## src/rtl/ep_txbuf_pkg.sv

```systemverilog
// Shared types for the dual-bank transmit buffer.
package ep_txbuf_pkg;

    // Host-side read state: waiting for a request, or streaming a bank.
    typedef enum logic {
        RD_IDLE = 1'b0,
        RD_SEND = 1'b1
    } rd_state_t;

    // Number of banks; the pointer logic relies on exactly two.
    localparam int unsigned NUM_BANKS = 2;

endpackage

```

## src/rtl/ep_bank_store.sv

```systemverilog
// Storage for the two packet banks and their committed lengths.
// Assumes: one write port and one asynchronous read port; at most one
// byte written and one length written per cycle.
module ep_bank_store #(
    parameter int unsigned BANK_BYTES = 8,
    parameter int unsigned DATA_W     = 8,
    localparam int unsigned IDX_W     = (BANK_BYTES > 1) ? $clog2(BANK_BYTES) : 1,
    localparam int unsigned LEN_W     = $clog2(BANK_BYTES + 1)
) (
    input  logic              clk,
    input  logic              rst_n,
    input  logic              wr_en,
    input  logic              wr_bank,
    input  logic [IDX_W-1:0]  wr_idx,
    input  logic [DATA_W-1:0] wr_data,
    input  logic              len_we,
    input  logic              len_bank,
    input  logic [LEN_W-1:0]  len_val,
    input  logic              rd_bank,
    input  logic [IDX_W-1:0]  rd_idx,
    output logic [DATA_W-1:0] rd_data,
    output logic [LEN_W-1:0]  rd_len
);
    import ep_txbuf_pkg::*;

    logic [DATA_W-1:0] mem   [NUM_BANKS][BANK_BYTES];
    logic [LEN_W-1:0]  len_q [NUM_BANKS];

    for (genvar b = 0; b < NUM_BANKS; b++) begin : g_bank
        // Byte storage of one bank: written only while it is the open bank.
        always_ff @(posedge clk) begin
            if (wr_en && (wr_bank == b[0])) begin
                mem[b][wr_idx] <= wr_data;
            end
        end

        // Committed length of one bank, captured at commit.
        always_ff @(posedge clk) begin
            if (!rst_n) begin
                len_q[b] <= '0;
            end else if (len_we && (len_bank == b[0])) begin
                len_q[b] <= len_val;
            end
        end
    end

    // Read port toward the host side.
    always_comb begin
        rd_data = mem[rd_bank][rd_idx];
        rd_len  = len_q[rd_bank];
    end

endmodule

```

## src/rtl/ep_bank_ctrl.sv

```systemverilog
// CPU-side control: open-bank fill, commit, busy count and kill.
// Assumes: rd_done pulses for one cycle when the host finishes a bank;
// reading is high while the host streams the oldest busy bank.
module ep_bank_ctrl #(
    parameter int unsigned BANK_BYTES = 8,
    localparam int unsigned IDX_W     = (BANK_BYTES > 1) ? $clog2(BANK_BYTES) : 1,
    localparam int unsigned LEN_W     = $clog2(BANK_BYTES + 1)
) (
    input  logic             clk,
    input  logic             rst_n,
    input  logic             cpu_wr_en,
    input  logic             cpu_commit,
    input  logic             cpu_kill,
    input  logic             reading,
    input  logic             rd_done,
    output logic             wr_acc,
    output logic             wr_ptr,
    output logic [IDX_W-1:0] wr_idx,
    output logic             len_we,
    output logic [LEN_W-1:0] len_val,
    output logic             kill_exec,
    output logic             kill_pend,
    output logic [1:0]       busy_cnt,
    output logic             rw_allowed,
    output logic             tx_ready
);
    localparam logic [LEN_W-1:0] FULL = LEN_W'(BANK_BYTES);

    logic [LEN_W-1:0] fill_q;
    logic             commit_ok;
    logic             kill_nop;
    logic [2:0]       busy_nx;

    // CPU-visible levels and accepted events for this cycle.
    always_comb begin
        tx_ready   = (busy_cnt != 2'd2);
        rw_allowed = tx_ready && (fill_q != FULL) && !kill_pend;
        wr_acc     = cpu_wr_en && rw_allowed;
        commit_ok  = cpu_commit && tx_ready && !kill_pend;
        kill_nop   = kill_pend && (busy_cnt == 2'd0);
        kill_exec  = kill_pend && (busy_cnt != 2'd0)
                     && !(reading && (busy_cnt == 2'd1));
        wr_idx     = IDX_W'(fill_q);
        len_we     = commit_ok;
        len_val    = fill_q + LEN_W'(wr_acc);
    end

    // Next busy count from commits, completed reads and executed kills.
    always_comb begin
        busy_nx = {1'b0, busy_cnt} + {2'b0, commit_ok}
                  - {2'b0, rd_done} - {2'b0, kill_exec};
    end

    // Busy-count register.
    always_ff @(posedge clk) begin
        if (!rst_n) busy_cnt <= 2'd0;
        else        busy_cnt <= busy_nx[1:0];
    end

    // Write pointer: steps forward on commit, back onto the killed bank on kill.
    always_ff @(posedge clk) begin
        if (!rst_n)                      wr_ptr <= 1'b0;
        else if (commit_ok || kill_exec) wr_ptr <= ~wr_ptr;
    end

    // Fill level of the open bank; restarts when the bank changes.
    always_ff @(posedge clk) begin
        if (!rst_n)                      fill_q <= '0;
        else if (commit_ok || kill_exec) fill_q <= '0;
        else if (wr_acc)                 fill_q <= fill_q + 1'b1;
    end

    // Self-clearing kill request.
    always_ff @(posedge clk) begin
        if (!rst_n)                     kill_pend <= 1'b0;
        else if (kill_exec || kill_nop) kill_pend <= 1'b0;
        else if (cpu_kill)              kill_pend <= 1'b1;
    end

endmodule

```

## src/rtl/ep_host_reader.sv

```systemverilog
// Host-side reader: streams the oldest committed bank on request and
// flags underflow when nothing is available.
// Assumes: busy_cnt and kill_exec come from ep_bank_ctrl in the same cycle;
// a bank being executed by a kill is never started.
module ep_host_reader #(
    parameter int unsigned BANK_BYTES = 8,
    localparam int unsigned IDX_W     = (BANK_BYTES > 1) ? $clog2(BANK_BYTES) : 1,
    localparam int unsigned LEN_W     = $clog2(BANK_BYTES + 1)
) (
    input  logic             clk,
    input  logic             rst_n,
    input  logic             host_req,
    input  logic             host_ready,
    input  logic [1:0]       busy_cnt,
    input  logic             kill_exec,
    input  logic [LEN_W-1:0] rd_len,
    input  logic             cpu_unf_clr,
    output logic             rd_ptr,
    output logic [IDX_W-1:0] rd_idx,
    output logic             reading,
    output logic             rd_done,
    output logic             host_valid,
    output logic             host_last,
    output logic             host_zlp,
    output logic             underflow
);
    import ep_txbuf_pkg::*;

    rd_state_t        state;
    logic [LEN_W-1:0] pos_q;
    logic             avail;
    logic             start;
    logic             beat;

    // Request handling and stream outputs for the current cycle.
    always_comb begin
        avail      = (busy_cnt == 2'd2) || ((busy_cnt == 2'd1) && !kill_exec);
        start      = host_req && (state == RD_IDLE) && avail;
        reading    = (state == RD_SEND);
        host_zlp   = reading && (rd_len == '0);
        host_valid = reading && (rd_len != '0);
        host_last  = host_valid && (pos_q == rd_len - 1'b1);
        beat       = host_valid && host_ready;
        rd_done    = host_zlp || (beat && host_last);
        rd_idx     = IDX_W'(pos_q);
    end

    // Read state machine.
    always_ff @(posedge clk) begin
        if (!rst_n)       state <= RD_IDLE;
        else if (start)   state <= RD_SEND;
        else if (rd_done) state <= RD_IDLE;
    end

    // Byte position within the bank being sent.
    always_ff @(posedge clk) begin
        if (!rst_n)                pos_q <= '0;
        else if (start || rd_done) pos_q <= '0;
        else if (beat)             pos_q <= pos_q + 1'b1;
    end

    // Read pointer: moves to the other bank after each finished packet.
    always_ff @(posedge clk) begin
        if (!rst_n)       rd_ptr <= 1'b0;
        else if (rd_done) rd_ptr <= ~rd_ptr;
    end

    // Sticky underflow; a new underflow wins over a clear in the same cycle.
    always_ff @(posedge clk) begin
        if (!rst_n)                                          underflow <= 1'b0;
        else if (host_req && (state == RD_IDLE) && !avail)   underflow <= 1'b1;
        else if (cpu_unf_clr)                                underflow <= 1'b0;
    end

endmodule

```

## src/rtl/ep_txbuf.sv

```systemverilog
// Dual-bank IN endpoint transmit buffer (top).
// Ties the bank store, the CPU-side control and the host-side reader.
// Assumes: single clock, synchronous active-low reset, pulse inputs held
// for one cycle.
module ep_txbuf #(
    parameter int unsigned BANK_BYTES = 8,
    parameter int unsigned DATA_W     = 8
) (
    input  logic              clk,
    input  logic              rst_n,
    input  logic              cpu_wr_en,
    input  logic [DATA_W-1:0] cpu_wr_data,
    input  logic              cpu_commit,
    input  logic              cpu_kill,
    input  logic              cpu_unf_clr,
    output logic              rw_allowed,
    output logic              tx_ready,
    output logic              kill_busy,
    output logic [1:0]        busy_cnt,
    output logic              underflow,
    input  logic              host_req,
    input  logic              host_ready,
    output logic              host_valid,
    output logic [DATA_W-1:0] host_data,
    output logic              host_last,
    output logic              host_zlp
);
    localparam int unsigned IDX_W = (BANK_BYTES > 1) ? $clog2(BANK_BYTES) : 1;
    localparam int unsigned LEN_W = $clog2(BANK_BYTES + 1);

    logic             wr_acc;
    logic             wr_ptr;
    logic [IDX_W-1:0] wr_idx;
    logic             len_we;
    logic [LEN_W-1:0] len_val;
    logic             kill_exec;
    logic             rd_ptr;
    logic [IDX_W-1:0] rd_idx;
    logic [LEN_W-1:0] rd_len;
    logic             reading;
    logic             rd_done;

    ep_bank_ctrl #(.BANK_BYTES(BANK_BYTES)) u_ctrl (
        .clk        (clk),
        .rst_n      (rst_n),
        .cpu_wr_en  (cpu_wr_en),
        .cpu_commit (cpu_commit),
        .cpu_kill   (cpu_kill),
        .reading    (reading),
        .rd_done    (rd_done),
        .wr_acc     (wr_acc),
        .wr_ptr     (wr_ptr),
        .wr_idx     (wr_idx),
        .len_we     (len_we),
        .len_val    (len_val),
        .kill_exec  (kill_exec),
        .kill_pend  (kill_busy),
        .busy_cnt   (busy_cnt),
        .rw_allowed (rw_allowed),
        .tx_ready   (tx_ready)
    );

    ep_bank_store #(.BANK_BYTES(BANK_BYTES), .DATA_W(DATA_W)) u_store (
        .clk      (clk),
        .rst_n    (rst_n),
        .wr_en    (wr_acc),
        .wr_bank  (wr_ptr),
        .wr_idx   (wr_idx),
        .wr_data  (cpu_wr_data),
        .len_we   (len_we),
        .len_bank (wr_ptr),
        .len_val  (len_val),
        .rd_bank  (rd_ptr),
        .rd_idx   (rd_idx),
        .rd_data  (host_data),
        .rd_len   (rd_len)
    );

    ep_host_reader #(.BANK_BYTES(BANK_BYTES)) u_rd (
        .clk         (clk),
        .rst_n       (rst_n),
        .host_req    (host_req),
        .host_ready  (host_ready),
        .busy_cnt    (busy_cnt),
        .kill_exec   (kill_exec),
        .rd_len      (rd_len),
        .cpu_unf_clr (cpu_unf_clr),
        .rd_ptr      (rd_ptr),
        .rd_idx      (rd_idx),
        .reading     (reading),
        .rd_done     (rd_done),
        .host_valid  (host_valid),
        .host_last   (host_last),
        .host_zlp    (host_zlp),
        .underflow   (underflow)
    );

endmodule

```

## config.mk

```make
export PLATFORM = sky130hd
export DESIGN_NAME = ep_txbuf
export DESIGN_NICKNAME = d
export VERILOG_FILES = /design/src/rtl/ep_txbuf_pkg.sv /design/src/rtl/ep_bank_store.sv /design/src/rtl/ep_bank_ctrl.sv /design/src/rtl/ep_host_reader.sv /design/src/rtl/ep_txbuf.sv
export SDC_FILE = /design/constraint.sdc
export NUM_CORES = 1
export LEC_CHECK = 0
export ABC_AREA = 1
export ABC_CLOCK_PERIOD_IN_PS = 4000
export BUFFER_PORTS_ARGS = -buffer_cell sky130_fd_sc_hd__clkbuf_2
export CAP_MARGIN = 25
export CORE_MARGIN = 3
export CORE_UTILIZATION = 47
export CTS_CLUSTER_SIZE = 10
export DETAILED_ROUTE_END_ITERATION = 12
export MAX_ROUTING_LAYER = met4
export PLACE_DENSITY = 0.62
export SYNTH_ARGS = -nofsm -noshare
export SYNTH_HDL_FRONTEND = slang
export SYNTH_SLANG_ARGS = --single-unit
```

## constraint.sdc

```tcl
create_clock -name clk -period 4 [get_ports clk]
set_clock_uncertainty 0.05 [all_clocks]
set_input_delay 0.4 -clock clk [delete_from_list [all_inputs] [get_ports clk]]
set_output_delay 0.4 -clock clk [all_outputs]
set_load 0.02 [all_outputs]
```

==> flow_summary.ini <==
[die]
die-width_um = 124
initial_core_util_pct = 48.6
fp-row-count = 42
ioPinCount = 33
die_area_sq_mm = 0.0153
die_y_um = 124
core_area_sq_mm = 0.0134

[grt]
first_global_vias = 4121
antenna_found_initial = 0
grt_use_total_pct = 20.4
gr-total-overflow = 0
grt_pass1_wl_um = 22200
grt_max_degree = 72

[timing]
worstMarginPinSlew_ns = 0.937
finalCritPeriodShare_pct = 76.7
slew_headroom_pct = 37.3
tns_ns = 0
hold_violations = 0
period_needed_ns = 3.07
drv_slew = 0
fmax_ghz = 0.326
rsz0062_at_grt = no
finalSetupViolCount = 0

[logic_synthesis]
syn_area_sq_mm = 0.00652
synth_cell_types = 38
yosysWarnings = 0
synth-edff-count = 136
avgSynthCellArea_sq_um = 11.6
synth_seq_cells = 152
synthCells = 563
syn_nets = 587
ys.flop_type = edfxtp_1
synth_async_sr_flop_share_pct = 0
synth.yosys.seq_area_share_pct = 67.6

[clock_tree]
clockRootBuffer = clkbuf_16
numCtsBuffers = 17
cts_tree = built
clk_pin_slew_ns = 0.06
clkSinkCount = 152
cts-resized-gates = 0
cts_hold_buffers = 0
htreeDepth = 4
insertion_delay_ns = 0.42
cts_setup_buffers = 0
cts_buffer_depth = 2

[finish]
diodes = 0
area_growth_pct = 12.9
finalInstanceArea_sq_mm = 0.00736
layout-drive-gt1-share_pct = 14.7
final_core_util_pct = 54.9
nets = 616
fin_cells = 780

[drt]
postRouteAntennaNets = 0
drc_errors = 0
vias = 4281
drt_iter0_drc = 376
vias_per_cell = 5.49
drt_wl_total_um = 14000
first_pass_iters = 5
wl_per_cell_um = 17.9

[pwr]
combPwrFrac_pct = 16.0
powerDensity_mw_per_mm2 = 545
vdd_drop_max_mv = 0.306
seq_power_share_pct = 46.1
p_total_w = 0.00401
clkPwrFrac_pct = 37.9
leakagePower_nw = 2.63
p_switching_w = 0.00111
internal-power_w = 0.00291
p_sw_share_pct = 27.6

[critical_path]
cp_common_cell = nand2_1
end_kind = flip-flop
criticalPathCategory = reg -> reg
worst_setup_path_start_kind = flip-flop
cp-endpoint = u_ctrl.busy_cnt[1]$_SDFF_PN0_
rr_endpoint = u_ctrl.busy_cnt[1]$_SDFF_PN0_
r2r_cells = 19
crit_path_max_incr_delay_ns = 0.50
crit_chain = inv_6, nand2_1, nand2_1, ha_1, inv_1, nand2_1, nand2_1, nand2_1, nand2_1, nand3_2, nor2_4, nand3_4, nand2_1, fa_1, inv_1, ha_1, xor2_1, o21ai_0, a21oi_1
ff2ff_setup_slack_ns = 0.93
arrival_ns = 3.31
worstPathMaxFanout = 71
cp.required_ns = 4.25
critPathSlowestCell = fa_1

[min_path]
whs_path_depth = 4
hold_class = in -> reg

[status]
status = complete, no violations

[placement]
hpwlAfterDp_um = 8860
gp_congestion = 0.917
dp_cells = 749
io_buffers = 32
place_area_sq_mm = 0.00680

[run]
drv_cap = 0
-- power groups by stage --
stage               sequential (W)  combinational (W)  clock (W)
global route               0.00186           0.000720    0.00161
CTS                        0.00185           0.000648    0.00154
finish                     0.00185           0.000643    0.00152
floorplan                  0.00189           0.000442          0
detailed placement         0.00188           0.000645          0
global placement           0.00188           0.000623          0
-- placed cells by master (no fill, tap or decap), types with 2 or more instances in the layout --
cell type | netlist | layout
dfxtp_1 | 16 | 15
ha_1 | 7 | 7
o22ai_1 | 6 | 6
xor2_1 | 6 | 6
o21ai_0 | 45 | 45
bufinv_16 | 0 | 2
a21oi_1 | 7 | 7
inv_1 | 34 | 34
o21ai_1 | 30 | 30
clkbuf_16 | 0 | 17
clkinv_1 | 1 | 3
nand2_2 | 5 | 5
nor2_1 | 98 | 98
clkinvlp_4 | 0 | 3
o221ai_1 | 26 | 26
edfxtp_1 | 136 | 136
clkinv_2 | 0 | 2
clkbuf_2 | 0 | 32
o211ai_1 | 6 | 6
nand2_1 | 59 | 59
inv_6 | 1 | 3
nand3_1 | 28 | 28
clkbuf_1 | 14 | 2
nand3_2 | 3 | 3
buf_4 | 3 | 6
inv_2 | 6 | 6
-- cells by family after synthesis --
logic type	after synthesis	share of synthesized area [%]
adder cells (fa/ha/maj)	8	1.65
AO/OA/AOI/OAI	122	11.3
flip-flops	152	67.6
XOR/XNOR	7	0.941
AND/OR/NAND/NOR	204	13.8
buffers and inverters	70	4.68
-- flip-flops by register name (all words and copies together), names as in the netlist, named ones only --
register and flops:
u_rd.pos_q 4, u_rd.rd_ptr 1, u_rd.reading 1, u_ctrl.fill_q 4
u_ctrl.wr_ptr 1, u_store.mem 128, u_ctrl.kill_pend 1, u_ctrl.busy_cnt 2
u_rd.underflow 1, u_store.len_q 8
-- synthesized netlist by cell type, types with 2 or more instances --
master	number	share of area (%)
edfxtp_1	136	63
nor2_1	98	5.6
nand2_1	59	3.4
o21ai_0	45	3.5
inv_1	34	2.0
o21ai_1	30	2.3
nand3_1	28	2.1
o221ai_1	26	3.5
dfxtp_1	16	4.9
clkbuf_1	14	0.81
buf_2	9	0.69
a21oi_1	7	0.54
ha_1	7	1.3
inv_2	6	0.35
o211ai_1	6	0.69
o22ai_1	6	0.58
xor2_1	6	0.81
nand2_2	5	0.48
buf_4	3	0.35
nand3_2	3	0.46
buf_6	2	0.35
-- through the flow --
step                      worst slack (ns)  hold WS (ns)
after floorplan                       1.39         0.425
after global placement                1.03         0.400
after detailed placement             0.928         0.407
after CTS                            0.918         0.162
after global routing                 0.641         0.180
final                                0.933         0.180
-- critical path: cells and delay by family, from the launching register on --
kind / cells / cell delay [ns]
compound gates: 2 / 0.21
xor+xnor: 1 / 0.15
fa+ha+maj: 3 / 0.93
buf+inv: 3 / 0.51
flops: 1 / 0.35
simple gates: 10 / 0.73
-- metal layers --
layer | vias up | wire (um) | global-route usage [%]
met2 | 118 | 6640 | 31.5
met5 | - | 0 | -
li1 | 2067 | - | -
met4 | 0 | 235 | 7.75
met3 | 17 | 732 | 4.54
met1 | 2079 | 6360 | 26.7
-- how the worst min path moves through the flow --
stage	slack, ns	endpoint	start
3_5_place_dp	0.41	u_rd.underflow$_SDFFE_PN0P_	u_rd.underflow$_SDFFE_PN0P_
5_1_grt	0.18	u_rd.underflow$_SDFFE_PN0P_	cpu_unf_clr
3_3_place_gp	0.40	u_rd.underflow$_SDFFE_PN0P_	u_rd.underflow$_SDFFE_PN0P_
6_report	0.18	u_rd.underflow$_SDFFE_PN0P_	cpu_unf_clr
2_1_floorplan	0.42	u_ctrl.wr_ptr$_SDFFE_PN0P_	u_ctrl.wr_ptr$_SDFFE_PN0P_
4_1_cts	0.16	u_rd.underflow$_SDFFE_PN0P_	cpu_unf_clr
-- final cells by class --
type                            count  area, sq um
Inverter                           42          163
Sequential cell                   152         4410
Timing Repair Buffer               38          205
Fill cell                        1146         6040
Clock buffer                       19          433
Tap cell                          176          220
Clock inverter                     12          126
Multi-Input combinational cell    341         1810
Note: power is estimated with default switching activity, not from simulation.
